File: config.mk
export PLATFORM = sky130hd
export DESIGN_NAME = pfx_fetch_seq
export DESIGN_NICKNAME = d
export VERILOG_FILES = /design/src/rtl/pfx_fetch_seq.sv
export SDC_FILE = /design/constraint.sdc
export NUM_CORES = 1
export LEC_CHECK = 0
export BUFFER_PORTS_ARGS = -buffer_cell sky130_fd_sc_hd__buf_2
export CORE_ASPECT_RATIO = 0.75
export CORE_MARGIN = 2
export CORE_UTILIZATION = 45
export DETAILED_ROUTE_END_ITERATION = 8
export HOLD_SLACK_MARGIN = 0.1
export PLACE_DENSITY = 0.7
export SETUP_SLACK_MARGIN = 0.4
export SLEW_MARGIN = 20
export SYNTH_ARGS = -nofsm -noshare
export SYNTH_HDL_FRONTEND = slang
export SYNTH_SLANG_ARGS = --single-unit
export TNS_END_PERCENT = 100
File: constraint.sdc
create_clock -name clk -period 2.7 [get_ports clk]
set_clock_uncertainty 0.2 [all_clocks]
set_input_delay 0.54 -clock clk [delete_from_list [all_inputs] [get_ports clk]]
set_output_delay 0.54 -clock clk [all_outputs]
set_load 0.01 [all_outputs]
File: src/rtl/pfx_fetch_seq.sv
module pfx_fetch_seq #(
  parameter int AW = 16,
  parameter int DW = 8,
  parameter int RW = 7,
  parameter int TW = 3,
  parameter int OW = 4
) (
  input  logic          clk,
  input  logic          rst_n,
  input  logic          start,
  input  logic          pc_wr,
  input  logic [AW-1:0] pc_wdata,
  input  logic [DW-1:0] mem_data,
  output logic          mem_rd,
  output logic [AW-1:0] mem_addr,
  output logic          busy,
  output logic          done,
  output logic [TW-1:0] table_sel,
  output logic [DW-1:0] opcode,
  output logic [DW-1:0] disp,
  output logic [AW-1:0] disp_ext,
  output logic [OW-1:0] cyc_offset,
  output logic [RW-1:0] refresh
);
  localparam logic [DW-1:0] B_CB = DW'(8'hCB);
  localparam logic [DW-1:0] B_DD = DW'(8'hDD);
  localparam logic [DW-1:0] B_ED = DW'(8'hED);
  localparam logic [DW-1:0] B_FD = DW'(8'hFD);
  localparam logic [TW-1:0] T_NONE = TW'(0);
  localparam logic [TW-1:0] T_CB = TW'(1);
  localparam logic [TW-1:0] T_DD = TW'(2);
  localparam logic [TW-1:0] T_ED = TW'(3);
  localparam logic [TW-1:0] T_FD = TW'(4);
  localparam logic [TW-1:0] T_DDCB = TW'(5);
  localparam logic [TW-1:0] T_FDCB = TW'(6);
  localparam logic [OW-1:0] OFF_PFX = OW'(4);
  localparam logic [OW-1:0] OFF_IDX = OW'(8);

  typedef enum logic [2:0] {S_IDLE, S_FIRST, S_SECOND, S_DISP, S_OP} st_t;

  st_t           st;
  logic [AW-1:0] pc;
  logic [TW-1:0] pend;
  logic [DW-1:0] disp_q;
  logic          idx_pend, idx_byte;

  assign idx_pend = (pend == T_DD) || (pend == T_FD);
  assign idx_byte = (mem_data == B_DD) || (mem_data == B_FD);

  always_ff @(posedge clk) begin
    if (!rst_n) begin
      st         <= S_IDLE;
      pc         <= '0;
      refresh    <= '0;
      pend       <= T_NONE;
      disp_q     <= '0;
      done       <= 1'b0;
      table_sel  <= T_NONE;
      opcode     <= '0;
      disp       <= '0;
      cyc_offset <= '0;
    end else begin
      done <= 1'b0;
      case (st)
        S_IDLE: begin
          if (pc_wr) pc <= pc_wdata;
          if (start) st <= S_FIRST;
        end
        S_FIRST: begin
          refresh <= refresh + RW'(1);
          pc      <= pc + AW'(1);
          if (mem_data == B_CB || mem_data == B_ED || idx_byte) begin
            st <= S_SECOND;
            case (mem_data)
              B_CB:    pend <= T_CB;
              B_DD:    pend <= T_DD;
              B_ED:    pend <= T_ED;
              default: pend <= T_FD;
            endcase
          end else begin
            done       <= 1'b1;
            table_sel  <= T_NONE;
            opcode     <= mem_data;
            disp       <= '0;
            cyc_offset <= '0;
            st         <= S_IDLE;
          end
        end
        S_SECOND: begin
          if (idx_pend && idx_byte) begin
            done       <= 1'b1;
            table_sel  <= T_NONE;
            opcode     <= '0;
            disp       <= '0;
            cyc_offset <= OFF_PFX;
            st         <= S_FIRST;
          end else if (idx_pend && mem_data == B_CB) begin
            pc   <= pc + AW'(1);
            pend <= (pend == T_DD) ? T_DDCB : T_FDCB;
            st   <= S_DISP;
          end else begin
            pc         <= pc + AW'(1);
            done       <= 1'b1;
            table_sel  <= pend;
            opcode     <= mem_data;
            disp       <= '0;
            cyc_offset <= OFF_PFX;
            st         <= S_IDLE;
          end
        end
        S_DISP: begin
          pc     <= pc + AW'(1);
          disp_q <= mem_data;
          st     <= S_OP;
        end
        default: begin
          pc         <= pc + AW'(1);
          done       <= 1'b1;
          table_sel  <= pend;
          opcode     <= mem_data;
          disp       <= disp_q;
          cyc_offset <= OFF_IDX;
          st         <= S_IDLE;
        end
      endcase
    end
  end

  assign mem_addr = pc;
  assign mem_rd   = (st != S_IDLE);
  assign busy     = (st != S_IDLE);
  assign disp_ext = {{(AW-DW){disp[DW-1]}}, disp};
endmodule

**Yosys cells after proc, flatten, opt, wreduce, memory -nomap -nowiden**

Index checks and enable logic that the tools add are counted.

- Flip-flop bits (word level): 61
- Output and inout port bits: 65

- $add $sub $neg: 2
- Equality and inequality tests: 16
- Mux-type cells: 34
- Bitwise operators: 1
- Reduce and logical (&&, ||, !) cells: 13

Operator list:

| cell | number |
|---|---|
| $mux W8 | 6 |
| $pmux W8 S3 | 2 |
| $eq A8 B8 Y1 const B | 4 |
| $mux W16 | 2 |
| $pmux W16 S2 | 1 |
| $mux W3 | 7 |
| $pmux W3 S3 | 2 |
| $add A16 B1 Y16 const B | 1 |
| $mux W4 | 3 |
| $ne A2 B2 Y1 const B | 6 |
| $pmux W3 S4 | 1 |
| $pmux W4 S3 | 1 |
| $eq A3 B2 Y1 const B | 3 |
| $mux W2 | 4 |
| $add A7 B1 Y7 const B | 1 |
| $pmux W3 S2 | 1 |
| $logic_or A1 B1 Y1 | 4 |
| $reduce_and A4 Y1 | 1 |
| $eq A3 B1 Y1 const B | 1 |
| $eq A3 B3 Y1 const B | 1 |
| $logic_not A3 Y1 | 1 |
| $mux W1 | 3 |
| $ne A3 B3 Y1 const B | 1 |
| $pmux W1 S3 | 1 |
| 7 further kinds | 8 |

**Logic depth before layout (Yosys ltp)**

- Depth after elaboration: 6
- Mapped depth: 6
- Gate-level depth less buffers: 5

**Worst setup path before layout**

Ideal clock, no wire load.

- Path type: input-to-reg
- Start point: input port mem_data[7]
- End point: register pc[11], in the netlist mem_addr[11]
- Library setup time: 124 ps
- Arrival time: 1799 ps
- Required time: 2376 ps
- Setup slack: 577 ps
- Cell stages on the path: 6
- Buffers on the path: 2
- Path through: nand4_1 > or4b_1 > buf_4 > buf_6 > a21oi_1 > a211oi_1

- Cells in the longest elaborated chain, start to end: 5
- Elaborated cells on any way between the ends: 6

RTL lines:

| what | line | text |
|---|---|---|
| start: declaration | 13 | `input logic [DW-1:0] mem_data,` |
| $eq A8 B8 Y1 | 48 | `assign idx_byte = (mem_data == B_DD) \|\| (mem_data == B_FD);` |
| $logic_or A1 B1 Y1 * | 48 |  |
| $logic_and A1 B1 Y1 * | 90 | `if (idx_pend && idx_byte) begin` |
| $ne A2 B2 Y1 (no line) * | n/a |  |
| $reduce_and A2 Y1 (no line) * | n/a |  |
| end signal: assignment | 66 | `if (pc_wr) pc <= pc_wdata;` |
| end signal: assignment | 98 | `pc <= pc + AW'(1);` |
| end signal: assignment | 102 | `pc <= pc + AW'(1);` |
| end: declaration | 42 | `logic [AW-1:0] pc;` |

Mark *: on every way between the ends. The rest lies on a longest branch, timed or not.
A chain may end at the register's enable or synchronous reset.

**Worst setup path in the final report**

- Start point: register st[2]
- End point: output port busy

- Cells in the longest elaborated chain, start to end: 1

RTL lines:

| what | line | text |
|---|---|---|
| start: declaration | 41 | `st_t st;` |
| start signal: assignment | 52 | `st <= S_IDLE;` |
| start signal: assignment | 67 | `if (start) st <= S_FIRST;` |
| start signal: assignment | 73 | `st <= S_SECOND;` |
| $reduce_bool A3 Y1 | 131 | `assign busy = (st != S_IDLE);` |
| end: declaration | 16 | `output logic busy,` |

Every way passes these cells.

==> results.toml <==
[cts]
cts_buffers = 9
cts_max_level = 3
cts_sinks = 59
insertion_delay_ns = 0.34
clk_pin_slew_ns = 0.07
cts_tree = "built"
cts_hold_buffers = 0
ctsRootBufferMaster = "clkbuf_8"
clockBufferDepth = 2

[sta]
finalSetupViolCount = 0
max_freq_mhz = 451
relSlewSlack = 0.619
worstMarginPinSlew_ns = 0.570
final-hold-violation-count = 0
post-route-period-util = 0.820
finalHoldWorstSlack_ns = 0.258
final_max_slew_viol_count = 0
rsz0062_at_grt = "no"
totalNegativeSetupSlack_ns = 0
period_minus_slack_ns = 2.22

[synth]
synth_common_cells = "dfxtp_1, nand2_1, nor2_1"
synth_edf_count = 0
ys_warn_count = 0
synth_area_mm2 = 0.00307
ys_seq_area_frac = 0.384
ys_seq_elements = 59
syn_inst = 362
avgSynthCellArea_um2 = 8.49
synthArstFlopShare = 0
yosysMostFrequentCell = "dfxtp_1"
synth_flop_cell = "dfxtp_1"
synth_top_area_share = 0.384
ys_types = 61
yosysTopAreaCell = "dfxtp_1"
synth_area_leaders = "dfxtp_1, mux2i_1, buf_4, nand2_1, nor2_1"

[cells_and_area]
fillers = 654
multi_input_area_mm2 = 0.00162
drive_gt1_frac = 0.286
synthToLayoutAreaGrowth_pct = 18.4
postLayoutCellArea_mm2 = 0.00364
n_antenna_cell = 0
nNetsFinal = 467
stdcell_count = 525
register_area_mm2 = 0.00118

[detailed_routing]
drtAntennaViolNets = 0
drc = 0
drt-initial-drc-count = 188
drt_first_pass_iters = 5
vias_per_cell = 5.72
vias = 3001
routedWlPerCell_um = 14.8
drt_wl_total_mm = 7.77

[global_route]
antenna_found_initial = 0
grt_pass1_vias = 2556
grt_max_degree = 56
gr-total-overflow = 0
grtUsageTotal = 0.207
grt_pass1_wl_mm = 12.2

[critical_path]
cp-end-kind = "output pin"
cp.required_ns = 1.96
critPathKind = "reg -> out"
critPathMaxFanout = 20
cp-start-kind = "flop"
arrival_ns = 1.48

[floorplan]
initial_core_util = 0.459
die_area_mm2 = 0.00751
die_h_um = 75.6
num_io_pins = 93
core_area_mm2 = 0.00670
rows = 26
chipWidth_um = 99.4

[flow_run]
cap_violations = 0

[power]
power.total_mw = 1.89
p_leak_nw = 1.68
ir_drop_mv = 0.288
pwr_density_cell_mw_per_mm2 = 520

[hold_path]
hold_class = "reg -> reg"

[place]
dp.final_hpwl_mm = 5.52
port_buffers = 90
postPlaceCellArea_mm2 = 0.00346
gp_congestion = 0.917
place_inst = 509

[status]
outcome = "finished clean"
-- power breakdown --
group          internal, mW  leakage, nW  total, mW  switching (mW)
Clock                 0.347       0.0839      0.693           0.347
Sequential            0.905        0.481      0.947          0.0426
Combinational         0.103         1.11      0.251           0.148
Total                  1.35         1.68       1.89           0.537
-- repair_timing --
item                       CTS  global route
buffers inserted             0             1
setup endpoints to repair    2            13
resized for setup            1             1
gates cloned                 0             0
-- state kept, by name (all words and copies together) (netlist names) --
| signal | flops |
|---|---|
| refresh | 7 |
| table_sel | 3 |
| cyc_offset | 2 |
| pend | 3 |
| disp_q | 8 |
| mem_addr | 16 |
| done | 1 |
| st | 3 |
| opcode | 8 |
| disp | 8 |
-- through the flow --
step                setup WS (ns)  utilization
floorplan                   0.577            -
global placement            0.314        0.516
detailed placement          0.271        0.516
CTS                         0.476        0.542
global route                0.408        0.543
finish                      0.485        0.543
-- worst paths after layout --
| kind | startpoint | end | slack, ns | depth (start not counted) |
|---|---|---|---|---|
| hold reg to reg | opcode[1] | opcode[1] | 0.26 | 2 |
| setup reg to reg | st[2] | opcode[6] | 0.55 | 5 |
| hold / removal | opcode[1] | opcode[1] | 0.26 | 2 |
| setup / recovery | st[2] | busy | 0.48 | 3 |
-- routing by layer --
| metal | part of all wire | track usage | vias up | wire length, um |
|---|---|---|---|---|
| met4 | 0.015 | 0.0639 | 0 | 116 |
| met1 | 0.46 | 0.280 | 1404 | 3590 |
| met5 | 0 | 0 | - | 0 |
| li1 | - | - | 1449 | - |
| met3 | 0.090 | 0.0642 | 11 | 695 |
| met2 | 0.43 | 0.321 | 137 | 3370 |
-- area by class of cell --
type	count	share of cell area
multi-input cells	259	0.446
clock buffers	10	0.0378
flip-flops and latches	59	0.325
clock inverters	5	0.00825
repair buffers	101	0.146
inverters	7	0.00722
well taps	84	0.0289
-- cell usage in the layout, fill, tap and decap left out, types with 3 or more instances in the layout --
cell      Yosys  layout
buf_2         2      90
dfxtp_1      59      57
nand2_1      43      43
nor2_1       34      34
nand3_1      24      24
mux2i_1      22      22
o21ai_0      18      18
a21oi_1      13      13
buf_4        22      11
clkbuf_8      0      10
nand4_1       8       8
nor4_1        6       6
nor3_1        6       6
inv_1         5       5
xnor2_1       5       5
or3_1         5       5
a31oi_1       5       5
and2_1        4       4
o221a_1       4       4
nand2b_1      3       3
o22ai_1       3       3
a311oi_1      3       3
o31ai_1       3       3
o311ai_0      3       3
nor3b_1       3       3
xor2_1        3       3
clkinv_2      0       3
-- worst max-delay path: stages (launching register included) --
cell and delay, ns:
dfxtp_2 0.53, nor3_2 0.11, inv_2 0.29, buf_2 0.20
-- logic make-up after synthesis --
kind of cell,share of synthesized area
mux,0.0717
compound gates,0.157
fa+ha+maj,0.00814
xor+xnor,0.0228
buf+inv,0.0888
simple gates,0.266
flops,0.384
other cells,0.00122
(Power assumes the default switching activity.)
